`src/rtl/lut2_scan_tile.sv`:
```
module lut2_scan_tile (
  input  logic clk,
  input  logic rst,
  input  logic scan_en,
  input  logic scan_in,
  input  logic sel_lo,
  input  logic sel_hi,
  output logic scan_out,
  output logic y_now,
  output logic y_prev
);
  localparam int DEPTH = 4;
  localparam int IW = $clog2(DEPTH);

  logic [DEPTH-1:0] tbl;
  logic [IW-1:0]    idx;

  assign idx      = {sel_hi, sel_lo};
  assign scan_out = tbl[DEPTH-1];

  always_ff @(posedge clk)
    if (scan_en) tbl <= {tbl[DEPTH-2:0], scan_in};

  always_ff @(posedge clk)
    if (rst) begin
      y_now  <= 1'b0;
      y_prev <= 1'b0;
    end else if (!scan_en) begin
      y_prev <= y_now;
      y_now  <= tbl[idx];
    end

  a_r1_reset_clears: assert property (@(posedge clk)
    rst |=> (!y_now && !y_prev));

  a_r3_history: assert property (@(posedge clk) disable iff (rst)
    !scan_en |=> (y_prev == $past(y_now)));

  a_r4_chain_step: assert property (@(posedge clk) disable iff (rst)
    scan_en |=> (scan_out == $past(tbl[DEPTH-2])));

  a_r5_table_kept: assert property (@(posedge clk) disable iff (rst)
    !scan_en |=> ($stable(tbl) && $stable(scan_out)));

  a_r6_outputs_frozen: assert property (@(posedge clk) disable iff (rst)
    scan_en |=> ($stable(y_now) && $stable(y_prev)));
endmodule

```
`config.mk`:
```
export PLATFORM = sky130hd
export DESIGN_NAME = lut2_scan_tile
export DESIGN_NICKNAME = d
export VERILOG_FILES = /design/src/rtl/lut2_scan_tile.sv
export SDC_FILE = /design/constraint.sdc
export NUM_CORES = 1
export LEC_CHECK = 0
export ABC_AREA = 1
export BUFFER_PORTS_ARGS = -buffer_cell sky130_fd_sc_hd__buf_2
export CAP_MARGIN = 20
export CORE_AREA = 2 2 39 41
export DETAILED_ROUTE_END_ITERATION = 8
export DIE_AREA = 0 0 41 43
export PLACE_DENSITY_LB_ADDON = 0.08
export SLEW_MARGIN = 20
export SYNTH_ARGS = -nofsm -noshare
export SYNTH_HDL_FRONTEND = slang
export SYNTH_SLANG_ARGS = --single-unit
```
`constraint.sdc`:
```
create_clock -name clk -period 2.4 [get_ports clk]
set_clock_uncertainty 0.15 [all_clocks]
set_input_delay 0.24 -clock clk [delete_from_list [all_inputs] [get_ports clk]]
set_output_delay 0.24 -clock clk [all_outputs]
set_load 0.03 [all_outputs]
```
==> results.py, run 1 <==
metrics = {
    "grt": {
        "grt_pass1_vias": 178,
        "grt_start_max_net_pins": 7,
        "antenna_found_initial": 0,
        "grt_usage_pct": 7.27,
        "grt_pass1_wl_um": 765,
        "overflow": 0,
    },
    "floorplan": {
        "core_sq_um": 1380,
        "dieArea_sq_um": 1760,
        "num_io_pins": 9,
        "floorplan.initialDensity_pct": 16.5,
        "die_x_um": 41,
        "die_y_um": 43,
        "row_count": 14,
    },
    "setup_path": {
        "rrSetupSlack_ns": 1.47,
        "startpoint": "tbl[3]",
        "critical_path_buf_inv_count": 1,
        "cp-start-kind": "flop",
        "rr_startpoint": "tbl[2]",
        "cp-end-kind": "output port",
        "critPathKind": "reg -> out",
        "cp_data_required_time_ns": 2.01,
        "cp_cell_sequence": "buf_2",
        "worstPathArrival_ns": 0.80,
        "crit_family": "flip-flops",
        "max_stage_delay_ns": 0.37,
        "ff2ff_path_depth": 4,
        "critPathSlowestCell": "edfxtp_1",
        "worst_r2r_endpoint": "y_now",
        "crit_fanout": 2,
    },
    "layout": {
        "final_util_pct": 22.8,
        "final_cells": 49,
        "layout-drive-gt1-share_pct": 36.4,
        "layout.nets": 40,
        "final_area_sq_um": 315,
        "antennaDiodeCount": 0,
        "syn_to_final_growth_pct": 37.7,
    },
    "place": {
        "place_area_sq_um": 289,
        "dp_hpwl_um": 332,
        "io_buffers": 8,
        "placed_cells": 45,
        "place.gp.congestion": 0.585,
    },
    "yosys": {
        "syn_inst": 21,
        "synthesis.nets": 27,
        "yosysMostFrequentCell": "nand2_1",
        "synth_area_leaders": "edfxtp_1 52%, dfxtp_1 17%, nand2_1 11%",
        "ys_types": 8,
        "avgSynthCellArea_sq_um": 10.9,
        "ys_seq_area_share_pct": 69.9,
        "yosysTopAreaCellShare_pct": 52.5,
        "synthTopCellsByCount": "7 x nand2_1, 4 x edfxtp_1, 3 x inv_1",
        "yosys_most_used_dff": "edfxtp_1",
        "syn_area_sq_um": 229,
        "yosysTopAreaCell": "edfxtp_1",
        "ys_seq_elements": 6,
        "ys_warn_count": 0,
        "synth-edff-count": 4,
        "ys_async_sr_fraction_pct": 0,
    },
    "clock_tree": {
        "cts_tree": "yes",
        "htreeDepth": 1,
        "cts_resized": 0,
        "cts_hold_buf": 0,
        "cts.sinks": 6,
        "clk-insertion-delay-late_ns": 0.25,
        "clk_path_buf_depth": 2,
        "cts_setup_buffers": 0,
        "clk_pin_slew_ns": 0.04,
        "numCtsBuffers": 3,
        "clockRootBuffer": "clkbuf_4",
    },
    "hold_path": {
        "holdCritPathClass": "in -> reg",
        "min_to": "y_prev",
        "worstHoldStart": "rst",
        "min_path_cells": 2,
    },
    "routing": {
        "routed-via-count": 169,
        "route.detailed.drc": 0,
        "routed_wl_um": 427,
        "viasPerCell": 3.45,
        "first_iter_violations": 4,
        "dr.pass1.iters": 2,
        "antenna_left": 0,
        "wire_per_inst_um": 8.71,
    },
    "sta": {
        "hold_violations": 0,
        "clock.fmax_mhz": 842,
        "finalCritPeriodShare_pct": 49.5,
        "fin_crit_ns": 1.19,
        "setup_tns_ns": 0,
        "relSlewSlack_pct": 89.8,
        "final_max_slew_viol_count": 0,
        "rsz0062_at_grt": "false",
        "worstMarginPinSlew_ns": 0.153,
        "setup_violations": 0,
    },
    "outcome": {
        "status": "complete, no violations",
    },
    "run": {
        "max_cap_viol_count": 0,
    },
    "power_and_ir_drop": {
        "leakage_uw": 0.000146,
        "powerDensity_nw_per_um2": 786,
        "vdd_drop_max_mv": 0.190,
    },
}
metrics by stage:
stage	power, uW	hold slack [ns]	worst slack, ns
floorplan	137	0.159	1.33
global placement	148	0.259	1.44
detailed placement	148	0.265	1.45
CTS	255	0.000478	1.20
global route	264	0.00922	1.16
finish	248	0.0119	1.21
sequential cells by signal, indices dropped and copies added, names as in the netlist:
| register | flops |
|---|---|
| y_prev | 1 |
| tbl | 4 |
| y_now | 1 |
report_power, final:
| part | switching, uW | internal (uW) | leakage [uW] |
|---|---|---|---|
| logic | 15.4 | 8.82 | 0.0000750 |
| registers | 3.43 | 118 | 0.0000556 |
| clock network | 38.9 | 63.1 | 0.0000150 |
| total | 57.6 | 190 | 0.000146 |
worst max-delay path by stage:
stage                     slack (ns)       end  cells after the start
after floorplan                 1.33     y_now                      4
after global placement          1.44     y_now                      4
after detailed placement        1.45     y_now                      4
after CTS                       1.20  scan_out                      1
after global routing            1.16  scan_out                      1
final                           1.21  scan_out                      1
logic make-up after synthesis:
| logic type | after synthesis | share of synthesized area (%) |
|---|---|---|
| AO/OA/AOI/OAI | 3 | 9.29 |
| buffers and inverters | 3 | 4.92 |
| flip-flops | 6 | 69.9 |
| AND/OR/NAND/NOR | 9 | 15.8 |
final cells by class:
type,instances,area [sq um]
clock buffer,4,26.3
fill,151,1070
inverter,3,11.3
multi-input combinational,12,57.6
sequential,6,160
tap,16,20.0
timing repair buffer,8,40.0
placed cells by master, fill, tap and decap left out:
cell,count
buf_2,8
nand2_1,7
edfxtp_1,4
inv_1,3
clkbuf_4,3
nand3_1,2
dfxtp_1,2
o21bai_1,1
a21oi_2,1
a21oi_1,1
clkbuf_1,1
routing by layer:
layer  global-route usage, %  up-vias  wire length, um
met3                    3.14        0               29
met4                    10.0        0                0
met1                    7.84       72              185
met2                    8.44        5              212
met5                       0        -                0
li1                        -       92                -
Note: power is estimated with default switching activity, not from simulation.
==> run 2: changes to the inputs <==
==> constraint.sdc (replaced) <==
create_clock -name clk -period 1.08 [get_ports clk]
set_clock_uncertainty 0.15 [all_clocks]
set_input_delay 0.108 -clock clk [delete_from_list [all_inputs] [get_ports clk]]
set_output_delay 0.108 -clock clk [all_outputs]
set_load 0.03 [all_outputs]
==> results.py, run 2 (synthesized netlist as in run 1, its figures left out) <==
metrics = {
    "routing": {
        "antenna_left": 0,
        "viasPerCell": 3.55,
        "routed-via-count": 181,
        "dr.pass1.iters": 2,
        "wire_per_inst_um": 8.43,
        "first_iter_violations": 3,
        "routed_wl_um": 430,
        "route.detailed.drc": 0,
    },
    "layout": {
        "top_register": "tbl",
        "regArea_sq_um": 160,
        "antennaDiodeCount": 0,
        "fillers": 148,
        "layout_commonest_cell": "nand2_1",
        "multi_input_area_sq_um": 57.6,
        "layout-drive-gt1-share_pct": 34.3,
        "largest_reg_flops": 4,
        "final_area_sq_um": 344,
        "reg_top3": "tbl: 4 flops, y_now: 1 flops, y_prev: 1 flops",
        "final_cell_mix": "7 x nand2_1, 6 x buf_2, 4 x clkbuf_4, 4 x edfxtp_1, 3 x inv_1",
        "syn_to_final_growth_pct": 50.3,
        "layout.nets": 42,
    },
    "setup_path": {
        "critical_path_buf_inv_count": 1,
        "critPathKind": "reg -> out",
        "worstPathArrival_ns": 0.80,
        "ff2ff_path_depth": 4,
        "rr_startpoint": "tbl[3]",
        "crit_family": "flip-flops",
        "cp_cell_sequence": "buf_6",
        "crit_fanout": 2,
        "cp_data_required_time_ns": 0.82,
        "rrSetupSlack_ns": 0.13,
        "worst_r2r_endpoint": "y_now",
        "cp-end-kind": "output port",
        "critPathSlowestCell": "edfxtp_1",
        "cp-start-kind": "flop",
        "max_stage_delay_ns": 0.40,
    },
    "grt": {
        "grt_start_max_net_pins": 7,
        "overflow": 0,
        "grt_pass1_wl_um": 641,
        "antenna_found_initial": 0,
        "grt_pass1_vias": 157,
        "grt_usage_pct": 6.36,
    },
    "clock_tree": {
        "cts_tree": "yes",
        "clk_path_buf_depth": 2,
        "cts_setup_buffers": 0,
        "clk_pin_slew_ns": 0.05,
        "numCtsBuffers": 3,
        "clockRootBuffer": "clkbuf_4",
        "clk-insertion-delay-late_ns": 0.25,
        "cts.sinks": 6,
        "htreeDepth": 1,
    },
    "hold_path": {
        "holdCritPathClass": "in -> reg",
        "min_to": "tbl[0]",
        "worstHoldStart": "scan_en",
        "min_path_cells": 1,
    },
    "outcome": {
        "status": "finished with violations",
        "violations": "hold timing",
    },
    "floorplan": {
        "floorplan.initialDensity_pct": 16.5,
        "dieArea_sq_um": 1760,
        "die_y_um": 43,
        "die_x_um": 41,
        "row_count": 14,
        "num_io_pins": 9,
        "core_sq_um": 1380,
    },
    "place": {
        "place_area_sq_um": 289,
        "dp_hpwl_um": 325,
        "place.gp.congestion": 0.564,
        "io_buffers": 8,
    },
    "sta": {
        "worstMarginPinSlew_ns": 0.150,
        "final_max_slew_viol_count": 0,
        "setup_violations": 0,
        "finalCritPeriodShare_pct": 97.8,
        "setup_tns_ns": 0,
        "rsz0062_at_grt": "true",
        "fin_crit_ns": 1.06,
        "relSlewSlack_pct": 90.0,
        "hold_ws_ns": -0.00122,
        "clock.fmax_mhz": 947,
        "hold_violations": 3,
    },
    "power_and_ir_drop": {
        "p_total_uw": 559,
        "leakage_uw": 0.000156,
        "vdd_drop_max_mv": 0.340,
        "powerDensity_nw_per_um2": 1620,
    },
    "run": {
        "max_cap_viol_count": 0,
    },
}
[run 2: cell types whose count changed in the layout (fill, tap and decap cells not counted)]
cell	delta
buf_2	-2
dlygate4sd3_1	+2
buf_6	+1
clkbuf_4	+1
[run 2: repair_timing]
action,4_1_cts,5_1_grt
hold endpoints to repair,7,0
hold buffers,2,0
resized for setup,0,4
endpoints found under the setup margin,0,2
[run 2: where the power goes]
group | leakage (uW) | internal (uW) | switching, uW
Combinational | 0.0000854 | 27.9 | 34.5
Clock | 0.0000150 | 140 | 85.5
Sequential | 0.0000556 | 263 | 8.44
[run 2: final cells by class]
type                    count  share of cell area [%]
clock buffers               4                    7.64
inverters                   3                    3.27
multi-input cells          12                    16.7
flip-flops and latches      6                    46.5
well taps                  16                    5.82
repair buffers             10                    20.0
[run 2: how the worst max path moves through the flow]
stage / startpoint / to / cells past startpoint
after detailed placement: tbl[2] / y_now / 4
after global routing: tbl[3] / scan_out / 1
final: tbl[3] / scan_out / 1
after floorplan: tbl[3] / y_now / 4
after global placement: tbl[2] / y_now / 4
after CTS: tbl[3] / scan_out / 1
[run 2: metal layers]
| layer | GRT usage (%) | vias to the layer above | share of wire, % |
|---|---|---|---|
| li1 | - | 99 | - |
| met1 | 6.86 | 77 | 44 |
| met2 | 6.56 | 5 | 47 |
| met3 | 3.14 | 0 | 8.6 |
| met4 | 10.0 | 0 | 0 |
| met5 | 0 | - | 0 |
[run 2: per-stage QoR]
step                      worst slack, ns  util, %  instances
after floorplan                   0.00818        -         21
after global placement              0.149     20.9         45
after detailed placement            0.146     20.9         45
after CTS                         0.00520     24.2         51
after global routing           -0.0000270     24.9         51
final                              0.0239     24.9         51
